`src/rtl/fci_pkg.sv`:
```
package fci_pkg;
  localparam logic [7:0] CMD_READ_ARRAY  = 8'hFF;
  localparam logic [7:0] CMD_READ_STATUS = 8'h70;
  localparam logic [7:0] CMD_CLEAR       = 8'h50;
  localparam logic [7:0] CMD_WRITE_A     = 8'h40;
  localparam logic [7:0] CMD_WRITE_B     = 8'h10;
  localparam logic [7:0] CMD_ERASE       = 8'h20;
  localparam logic [7:0] CMD_CONFIRM     = 8'hD0;
  localparam logic [7:0] CMD_SUSPEND     = 8'hB0;

  typedef enum logic [2:0] {
    ST_IDLE, ST_WR_ARM, ST_ER_ARM, ST_WR_RUN, ST_ER_RUN, ST_ER_HOLD
  } state_t;

  typedef enum logic {RM_ARRAY, RM_STATUS} rmode_t;
endpackage

```
`src/rtl/fci_engine.sv`:
```
module fci_engine #(
  parameter int BUSY_CYC = 4,
  parameter int MAX_TRY  = 3
) (
  input  logic clk,
  input  logic rst,
  input  logic start,
  input  logic hold,
  input  logic verify_ok,
  output logic done_ok,
  output logic done_fail
);
  localparam int CW = (BUSY_CYC > 1) ? $clog2(BUSY_CYC) : 1;
  localparam int TW = (MAX_TRY > 1) ? $clog2(MAX_TRY) : 1;

  logic          running;
  logic [CW-1:0] cnt;
  logic [TW-1:0] tries;
  logic          last;

  assign last      = running && !hold && (cnt == CW'(BUSY_CYC - 1));
  assign done_ok   = last && verify_ok;
  assign done_fail = last && !verify_ok && (tries == TW'(MAX_TRY - 1));

  always_ff @(posedge clk) begin
    if (rst) begin
      running <= 1'b0;
      cnt     <= '0;
      tries   <= '0;
    end else if (start) begin
      running <= 1'b1;
      cnt     <= '0;
      tries   <= '0;
    end else if (running && !hold) begin
      if (last) begin
        cnt <= '0;
        if (done_ok || done_fail) running <= 1'b0;
        else                      tries   <= tries + 1'b1;
      end else begin
        cnt <= cnt + 1'b1;
      end
    end
  end

  assert_cnt_bound_R6: assert property (@(posedge clk) disable iff (rst)
    {1'b0, cnt} < (CW+1)'(BUSY_CYC));
  assert_try_bound_R7: assert property (@(posedge clk) disable iff (rst)
    running |-> ({1'b0, tries} < (TW+1)'(MAX_TRY)));
  assert_hold_freeze_R11: assert property (@(posedge clk) disable iff (rst)
    (running && hold && !start) |=> ($stable(cnt) && $stable(tries)));
endmodule

```
`src/rtl/fci_status.sv`:
```
module fci_status (
  input  logic       clk,
  input  logic       rst,
  input  logic       busy,
  input  logic       susp,
  input  logic       set_vpp,
  input  logic       set_wr_err,
  input  logic       set_er_err,
  input  logic       clr,
  output logic [7:0] sr
);
  logic er_err, wr_err, vpp_miss;

  always_ff @(posedge clk) begin
    if (rst || clr) begin
      er_err   <= 1'b0;
      wr_err   <= 1'b0;
      vpp_miss <= 1'b0;
    end else begin
      if (set_er_err) er_err   <= 1'b1;
      if (set_wr_err) wr_err   <= 1'b1;
      if (set_vpp)    vpp_miss <= 1'b1;
    end
  end

  assign sr = {~busy, susp, er_err, wr_err, vpp_miss, 3'b000};

  assert_sticky_er_R8: assert property (@(posedge clk) disable iff (rst)
    (er_err && !clr) |=> er_err);
  assert_sticky_wr_R8: assert property (@(posedge clk) disable iff (rst)
    (wr_err && !clr) |=> wr_err);
  assert_sticky_vpp_R8: assert property (@(posedge clk) disable iff (rst)
    (vpp_miss && !clr) |=> vpp_miss);
  assert_clear_R3: assert property (@(posedge clk) disable iff (rst)
    clr |=> (!er_err && !wr_err && !vpp_miss));
endmodule

```
`src/rtl/fci_readout.sv`:
```
module fci_readout
  import fci_pkg::*;
(
  input  logic       clk,
  input  logic       rst,
  input  logic       cs,
  input  logic       oe,
  input  rmode_t     mode,
  input  logic [7:0] sr,
  input  logic [7:0] arr_in,
  output logic [7:0] dout
);
  logic rd_act, rd_q;
  assign rd_act = cs && oe;

  always_ff @(posedge clk) begin
    if (rst) begin
      rd_q <= 1'b0;
      dout <= '0;
    end else begin
      rd_q <= rd_act;
      if (!rd_act)
        dout <= '0;
      else if (!rd_q || mode == RM_ARRAY)
        dout <= (mode == RM_STATUS) ? sr : arr_in;
    end
  end

  assert_freeze_R12: assert property (@(posedge clk) disable iff (rst)
    (rd_act && rd_q && mode == RM_STATUS) |=> $stable(dout));
endmodule

```
`src/rtl/fci_seq.sv`:
```
module fci_seq
  import fci_pkg::*;
(
  input  logic       clk,
  input  logic       rst,
  input  logic       wr_stb,
  input  logic [7:0] wr_byte,
  input  logic       vpp_ok,
  input  logic       vpp_flag,
  input  logic       eng_ok,
  input  logic       eng_fail,
  output state_t     st,
  output rmode_t     rmode,
  output logic       start,
  output logic       set_vpp,
  output logic       set_wr_err,
  output logic       set_er_err,
  output logic       clr
);
  state_t st_nx;
  rmode_t rm_nx;
  logic   launch;

  always_comb begin
    st_nx  = st;
    rm_nx  = rmode;
    launch = 1'b0;
    clr    = 1'b0;
    case (st)
      ST_IDLE: if (wr_stb) begin
        case (wr_byte)
          CMD_READ_ARRAY:  rm_nx = RM_ARRAY;
          CMD_READ_STATUS: rm_nx = RM_STATUS;
          CMD_CLEAR:       clr   = 1'b1;
          CMD_WRITE_A, CMD_WRITE_B: begin
            st_nx = ST_WR_ARM;
            rm_nx = RM_STATUS;
          end
          CMD_ERASE: begin
            st_nx = ST_ER_ARM;
            rm_nx = RM_STATUS;
          end
          default: ;
        endcase
      end
      ST_WR_ARM: if (wr_stb) begin
        st_nx  = ST_IDLE;
        launch = 1'b1;
      end
      ST_ER_ARM: if (wr_stb) begin
        st_nx  = ST_IDLE;
        launch = (wr_byte == CMD_CONFIRM);
      end
      ST_WR_RUN: if (eng_ok || eng_fail) st_nx = ST_IDLE;
      ST_ER_RUN: begin
        if (eng_ok || eng_fail)                         st_nx = ST_IDLE;
        else if (wr_stb && wr_byte == CMD_SUSPEND) begin
          st_nx = ST_ER_HOLD;
          rm_nx = RM_STATUS;
        end
      end
      ST_ER_HOLD: if (wr_stb) begin
        case (wr_byte)
          CMD_CONFIRM: begin
            st_nx = ST_ER_RUN;
            rm_nx = RM_STATUS;
          end
          CMD_READ_ARRAY:  rm_nx = RM_ARRAY;
          CMD_READ_STATUS: rm_nx = RM_STATUS;
          default: ;
        endcase
      end
      default: st_nx = ST_IDLE;
    endcase
    start   = launch && !vpp_flag && vpp_ok;
    set_vpp = launch && !vpp_flag && !vpp_ok;
    if (start) st_nx = (st == ST_WR_ARM) ? ST_WR_RUN : ST_ER_RUN;
  end

  assign set_wr_err = eng_fail && (st == ST_WR_RUN);
  assign set_er_err = eng_fail && (st == ST_ER_RUN);

  always_ff @(posedge clk) begin
    if (rst) begin
      st    <= ST_IDLE;
      rmode <= RM_ARRAY;
    end else begin
      st    <= st_nx;
      rmode <= rm_nx;
    end
  end

  assert_refuse_R10: assert property (@(posedge clk) disable iff (rst)
    (vpp_flag && wr_stb && (st == ST_WR_ARM || st == ST_ER_ARM)) |=> (st == ST_IDLE));
  assert_hold_stays_R11: assert property (@(posedge clk) disable iff (rst)
    (st == ST_ER_HOLD && !(wr_stb && wr_byte == CMD_CONFIRM)) |=> (st == ST_ER_HOLD));
  assert_status_mode_R4: assert property (@(posedge clk) disable iff (rst)
    (st == ST_WR_ARM || st == ST_ER_ARM) |-> (rmode == RM_STATUS));
endmodule

```
`src/rtl/flash_cmd_if.sv`:
```
module flash_cmd_if
  import fci_pkg::*;
#(
  parameter int BUSY_CYC = 4,
  parameter int MAX_TRY  = 3
) (
  input  logic       clk,
  input  logic       rst,
  input  logic       bus_cs,
  input  logic       bus_oe,
  input  logic       bus_we,
  input  logic [7:0] bus_din,
  input  logic [7:0] arr_rdata,
  input  logic       vpp_ok,
  input  logic       verify_ok,
  output logic [7:0] bus_dout,
  output logic       rdy
);
  state_t     st;
  rmode_t     rmode;
  logic       wr_stb, start, set_vpp, set_wr_err, set_er_err, clr;
  logic       eng_ok, eng_fail, busy, susp;
  logic [7:0] sr;

  assign wr_stb = bus_cs && bus_we;
  assign busy   = (st == ST_WR_RUN) || (st == ST_ER_RUN);
  assign susp   = (st == ST_ER_HOLD);
  assign rdy    = sr[7];

  fci_seq u_seq (
    .clk(clk), .rst(rst), .wr_stb(wr_stb), .wr_byte(bus_din),
    .vpp_ok(vpp_ok), .vpp_flag(sr[3]), .eng_ok(eng_ok), .eng_fail(eng_fail),
    .st(st), .rmode(rmode), .start(start), .set_vpp(set_vpp),
    .set_wr_err(set_wr_err), .set_er_err(set_er_err), .clr(clr)
  );

  fci_engine #(.BUSY_CYC(BUSY_CYC), .MAX_TRY(MAX_TRY)) u_engine (
    .clk(clk), .rst(rst), .start(start), .hold(susp), .verify_ok(verify_ok),
    .done_ok(eng_ok), .done_fail(eng_fail)
  );

  fci_status u_status (
    .clk(clk), .rst(rst), .busy(busy), .susp(susp), .set_vpp(set_vpp),
    .set_wr_err(set_wr_err), .set_er_err(set_er_err), .clr(clr), .sr(sr)
  );

  fci_readout u_readout (
    .clk(clk), .rst(rst), .cs(bus_cs), .oe(bus_oe), .mode(rmode),
    .sr(sr), .arr_in(arr_rdata), .dout(bus_dout)
  );

  assert_launch_busy_R6: assert property (@(posedge clk) disable iff (rst)
    start |=> !rdy);
  assert_fail_flag_R7: assert property (@(posedge clk) disable iff (rst)
    eng_fail |=> (rdy && (sr[5] || sr[4])));
endmodule

```
`config.mk`:
```
export PLATFORM = sky130hd
export DESIGN_NAME = flash_cmd_if
export DESIGN_NICKNAME = d
export VERILOG_FILES = /design/src/rtl/fci_pkg.sv /design/src/rtl/fci_engine.sv /design/src/rtl/fci_status.sv /design/src/rtl/fci_readout.sv /design/src/rtl/fci_seq.sv /design/src/rtl/flash_cmd_if.sv
export SDC_FILE = /design/constraint.sdc
export NUM_CORES = 1
export LEC_CHECK = 0
export BUFFER_PORTS_ARGS = -buffer_cell sky130_fd_sc_hd__clkbuf_2
export CORE_MARGIN = 2
export CORE_UTILIZATION = 48
export DETAILED_ROUTE_END_ITERATION = 7
export PLACE_DENSITY_LB_ADDON = 0.3
export SYNTH_ARGS = -nofsm -noshare
export SYNTH_HDL_FRONTEND = slang
export SYNTH_HIERARCHICAL = 1
export SYNTH_SLANG_ARGS = --single-unit
```
`constraint.sdc`:
```
create_clock -name clk -period 1.9 [get_ports clk]
set_input_delay 0 -clock clk [delete_from_list [all_inputs] [get_ports clk]]
set_output_delay 0 -clock clk [all_outputs]
set_load 0.1 [all_outputs]
```
* Yosys cells after proc, flatten, opt, wreduce, memory -nomap -nowiden
Cells that the tools add are included.
Cells by class: muxes and demuxes 30, reduce and logical (&&, ||, !) cells 37, equality and inequality tests 28, add/sub/neg operators 2, bitwise logic cells 4
Operator list (number):
- two-way mux 3 bit | 9
- == test 8 x 7 -> 1 bit (second input constant) | 3
- == test 8 bit (second input constant) | 3
- one-hot mux 3 bit (5 select lines) | 1
- AND reduction 7 bit | 2
- logical AND 1 bit | 13
- two-way mux 1 bit | 13
- OR reduction 2 bit | 5
- != test 3 x 2 -> 1 bit (second input constant) | 3
- != test 3 bit (second input constant) | 3
- == test 8 x 5 -> 1 bit (second input constant) | 1
- == test 8 x 6 -> 1 bit (second input constant) | 1
- two-way mux 8 bit | 1
- == test 3 x 2 -> 1 bit (second input constant) | 2
- == test 3 bit (second input constant) | 2
- one-hot mux 1 bit (2 select lines) | 3
- one-hot mux 3 bit (2 select lines) | 1
- AND reduction 3 bit | 2
- nonzero test 2 bit | 3
- zero test 1 bit | 5
- adder 2 x 1 -> 2 bit (second input constant) | 2
- == test 2 bit (second input constant) | 2
- logical OR 1 bit | 4
- != test 2 x 1 -> 1 bit (second input constant) | 2
- 11 further kinds | 15
Word-level totals: output and inout bits 9, flip-flop bits (word level) 21, input port bits 23

* Longest topological paths before layout
depth in word-level cells 11, mapped depth 10

* Hierarchy
Netlist, hierarchy kept.
By module, submodules not included:
- fci_seq | times used 1, cells an instance 73, area each 554.3 um^2
- fci_readout | times used 1, cells an instance 38, area each 397.9 um^2
- fci_engine | times used 1, cells an instance 28, area each 275.3 um^2
- fci_status | times used 1, cells an instance 18, area each 146.4 um^2
- flash_cmd_if | times used 1, cells an instance 6, area each 43.8 um^2

* Worst setup path before layout
OpenSTA, ideal clock, no wires.
path type flip-flop to flip-flop, start register u_seq.st[1], end register u_seq.st[0], path buffers 0, arrival time 2.029 ns, data required time 1.786 ns, library setup time 0.114 ns, cell stages (with the launch flop) 11, setup slack -0.243 ns, clock period less this slack 2.143 ns, cells stage by stage dfxtp_1 nand2b_4 nor2_1 nand3b_1 nor3b_1 nor2_1 nand3b_1 o21ai_0 a2111oi_4 and4_1 nor3_1
On the way: cells in the longest elaborated chain, start to end 10, elaborated cells on any way between the ends 29
Ends and longest elaborated chain:
- from (decl) | RTL line fci_seq.sv:12 | output state_t st,
- from (signal assigned) | RTL line fci_seq.sv:88 | st <= st_nx;
- == test 3 bit * | RTL line flash_cmd_if.sv:27 | assign susp = (st == ST_ER_HOLD);
- via susp | RTL line flash_cmd_if.sv:22 | logic eng_ok, eng_fail, busy, susp;
- zero test 1 bit * | RTL line fci_engine.sv:21 | assign last = running && !hold && (cnt == CW'(BUSY_CYC - 1));
- logical AND 1 bit * (2 in a row) | RTL line fci_engine.sv:21
- logical AND 1 bit * (2 in a row) | RTL line fci_engine.sv:23 | assign done_fail = last && !verify_ok && (tries == TW'(MAX_TRY - 1));
- via eng_fail | RTL line flash_cmd_if.sv:22
- logical OR 1 bit * | RTL line fci_seq.sv:54, fci_seq.sv:56
- two-way mux 3 bit | RTL line fci_seq.sv:56 | if (eng_ok || eng_fail) st_nx = ST_IDLE;
- one-hot mux 3 bit (5 select lines) | RTL line fci_seq.sv:29 | case (st)
- two-way mux 3 bit | RTL line fci_seq.sv:77 | if (start) st_nx = (st == ST_WR_ARM) ? ST_WR_RUN : ST_ER_RUN;
Mark *: on every way through the listed nets, which the timed path passes. The rest lies on a longest branch. A chain may end at the register's enable or synchronous reset.

* Worst setup path in the final report
Ends and elaborated chain as after synthesis.

==> results.sh <==
export IMPL_status="finished, violations left"
export IMPL_violations="setup timing"
export IMPL_synth_async_sr_flop_share=0
export IMPL_viasPerCell=5.41
export IMPL_hold_viol_final=0
export IMPL_tightest_slew_ns=0.560
export IMPL_max_stage_delay_ns=0.36
export IMPL_p_leak_nw=0.702
export IMPL_path_common_cell="nand3b_1"
export IMPL_dr_pass1_iters=5
export IMPL_diodes=0
export IMPL_synth_area_mm2=0.00142
export IMPL_design_core_area_mm2=0.00278
export IMPL_critPathSlowestCell="a2111oi_4"
export IMPL_drc=0
export IMPL_dpl_cell_area_mm2=0.00162
export IMPL_first_iter_violations=57
export IMPL_cts_buffer_depth=2
export IMPL_syn2layout_area_growth_pct=24.4
export IMPL_ys_warn_count=6
export IMPL_max_cap_violations=0
export IMPL_antenna_left=0
export IMPL_synthTopCellsByArea="dfxtp_1, mux2i_1, nor2_1"
export IMPL_io_pins=32
export IMPL_numCtsBuffers=3
export IMPL_grt_first_pass_wirelength_um=5800
export IMPL_antenna_found_initial=0
export IMPL_num_vias=1299
export IMPL_place_gp_congestion=0.891
export IMPL_finalInstanceArea_mm2=0.00176
export IMPL_maxSlewViolCount=0
export IMPL_die_h_um=58.3
export IMPL_clkSinkCount=21
export IMPL_synth_cells=163
export IMPL_wl_um=3240
export IMPL_grt_max_degree=18
export IMPL_power_density_mw_per_mm2=461
export IMPL_io_buffers=31
export IMPL_cts_max_level=1
export IMPL_synth_area_per_cell_um2=8.70
export IMPL_slew_headroom=0.626
export IMPL_synth_top_cell_area_share=0.297
export IMPL_final_seq_area_um2=422
export IMPL_hold_depth=3
export IMPL_max_freq_ghz=0.503
export IMPL_row_count=19
export IMPL_dominantRegCellSynth="dfxtp_1"
export IMPL_drive_gt1_frac=0.335
export IMPL_initial_core_util=0.510
export IMPL_cts_tree="done"
export IMPL_ys_seq_elements=21
export IMPL_nFillCells=241
export IMPL_fp_dieW_um=58.3
export IMPL_root_buffer="clkbuf_4"
export IMPL_cp_start_kind="flop"
export IMPL_hold_class="in -> reg"
export IMPL_fin_crit_ns=1.99
export IMPL_fin_hold_ws_ns=0.0336
export IMPL_die_area_mm2=0.00340
export IMPL_peakVddDrop_mv=0.391
export IMPL_path_clk_slew_ns=0.12
export IMPL_worstPathCellList="nand2b_4, nor2_4, nand3b_1, nor3b_2, nor2_1, nand3b_1, o21ai_2, a2111oi_4, and4_1, nor3_1"
export IMPL_finClkSkew_ns=0.00401
export IMPL_first_global_vias=1324
export IMPL_power_total_w=0.000813
export IMPL_wl_per_cell_um=13.5
export IMPL_synth_cell_types=51
export IMPL_period_share=1.05
export IMPL_final_setup_viol_count=3
export IMPL_worst_path_max_fanout=3
export IMPL_fin_ws_ns=-0.0873
export IMPL_crit_required_ns=2.09
export IMPL_multi_input_comb_area_um2=906
export IMPL_worst_r2r_path_depth=10
export IMPL_synth_edf_count=0
export IMPL_cp_end_kind="flop"
export IMPL_gr_total_overflow=0
export IMPL_rsz0062_at_grt="true"
export IMPL_nNetsFinal=235
export IMPL_clk_latency_ns=0.30
export IMPL_grt_usage=0.217
export IMPL_ys_seq_area_frac=0.297
export IMPL_place_hpwl_um=2380
export IMPL_synth_largest_area_cell="dfxtp_1"
export IMPL_crit_arrival_ns=2.18
export IMPL_pre_cts_ws_ns=-0.0933
export IMPL_crit_type="reg -> reg"
export IMPL_fin_util=0.634
==> cells in the final DEF, fill, tap and decap left out, types with 2 or more instances in the layout <==
cell type / synthesis / layout
dlygate4sd3_1: 0 / 8
xnor2_1: 3 / 3
o21ai_0: 5 / 4
nand3b_1: 2 / 2
clkbuf_4: 0 / 3
ha_1: 2 / 2
conb_1: 1 / 3
nor3_1: 10 / 10
and4b_1: 3 / 3
buf_4: 7 / 14
and2_1: 4 / 4
clkbuf_2: 1 / 31
a21oi_1: 2 / 2
a31oi_1: 2 / 2
nor2_1: 22 / 21
nand2_1: 10 / 10
inv_1: 8 / 7
mux2i_1: 11 / 11
dfxtp_1: 21 / 20
nand3_1: 2 / 2
or3b_1: 2 / 2
a211oi_1: 8 / 8
nand2b_1: 2 / 2
==> flip-flops by register name, summed over array words and instances (netlist names) <==
register and flops:
u_engine/tries 2, u_seq/rmode 1, u_engine/running 1, u_engine/cnt 2
u_readout/rd_q 1, u_status/wr_err 1, u_seq/st 3, u_status/er_err 1
u_readout/dout 8, u_status/vpp_miss 1
==> Yosys cell counts (2+ instances only) <==
cell type	count
a21oi_1	2
inv_1	8
nand3_1	2
o21ai_0	5
ha_1	2
or3b_1	2
buf_6	2
nor3_1	10
nand3b_1	2
nand2b_1	2
dfxtp_1	21
and2_1	4
a31oi_1	2
buf_2	3
nor2_1	22
buf_4	7
nor3b_1	2
nor3_2	2
xnor2_1	3
a211oi_1	8
and4b_1	3
mux2i_1	11
nand2_1	10
==> where the power goes <==
| part | internal [W] | switching [W] |
|---|---|---|
| combinational | 0.0000540 | 0.0000876 |
| sequential | 0.000446 | 0.00000656 |
| clock | 0.0000785 | 0.000140 |
==> critical path: cells and delay by family (launching register included) <==
family / cells / cell delay, ns
compound gates: 2 / 0.43
simple gates: 8 / 1.10
flops: 1 / 0.35
==> stage by stage <==
step           cells  setup TNS (ns)
4_1_cts          242          -0.261
3_5_place_dp     225          -0.223
3_3_place_gp     225               0
5_1_grt          240          -0.620
6_report         240          -0.247
2_1_floorplan    165               0
==> kinds of logic after synthesis <==
family	share of synthesized area
AND/OR/NAND/NOR	0.320
multiplexers	0.0856
XOR/XNOR	0.0185
AO/OA/AOI/OAI	0.170
other	0.00265
flip-flops	0.297
adder cells (fa/ha/maj)	0.0176
buffers and inverters	0.0883
==> final timing paths <==
kind         slack, ns         endpoint       startpoint
max              -0.09      u_seq/st[0]      u_seq/st[1]
min               0.03      u_seq/st[2]           vpp_ok
max reg2reg      -0.09      u_seq/st[0]      u_seq/st[1]
min reg2reg       0.51  u_status/wr_err  u_status/wr_err
==> per-layer routing <==
layer / vias to the layer above / track usage / routed length, µm
li1: 671 / - / -
met1: 590 / 0.274 / 1430
met2: 34 / 0.379 / 1650
met3: 4 / 0.0198 / 111
met4: 0 / 0.0897 / 51
met5: - / 0 / 0
==> final cells by class <==
class                           instances  area share
Clock buffer                            3      0.0128
Clock inverter                          1     0.00284
Inverter                                8      0.0170
Multi-Input combinational cell        123       0.513
Sequential cell                        21       0.239
Tap cell                               31      0.0220
Timing Repair Buffer                   53       0.193
==> repair_timing <==
action,in CTS,in global routing
buffers inserted,5,1
setup endpoints to repair,3,4
pin swaps,1,2
gates resized for setup,2,2
hold buffers,8,0
endpoints found under the hold margin,8,0
(Power assumes the default switching activity.)
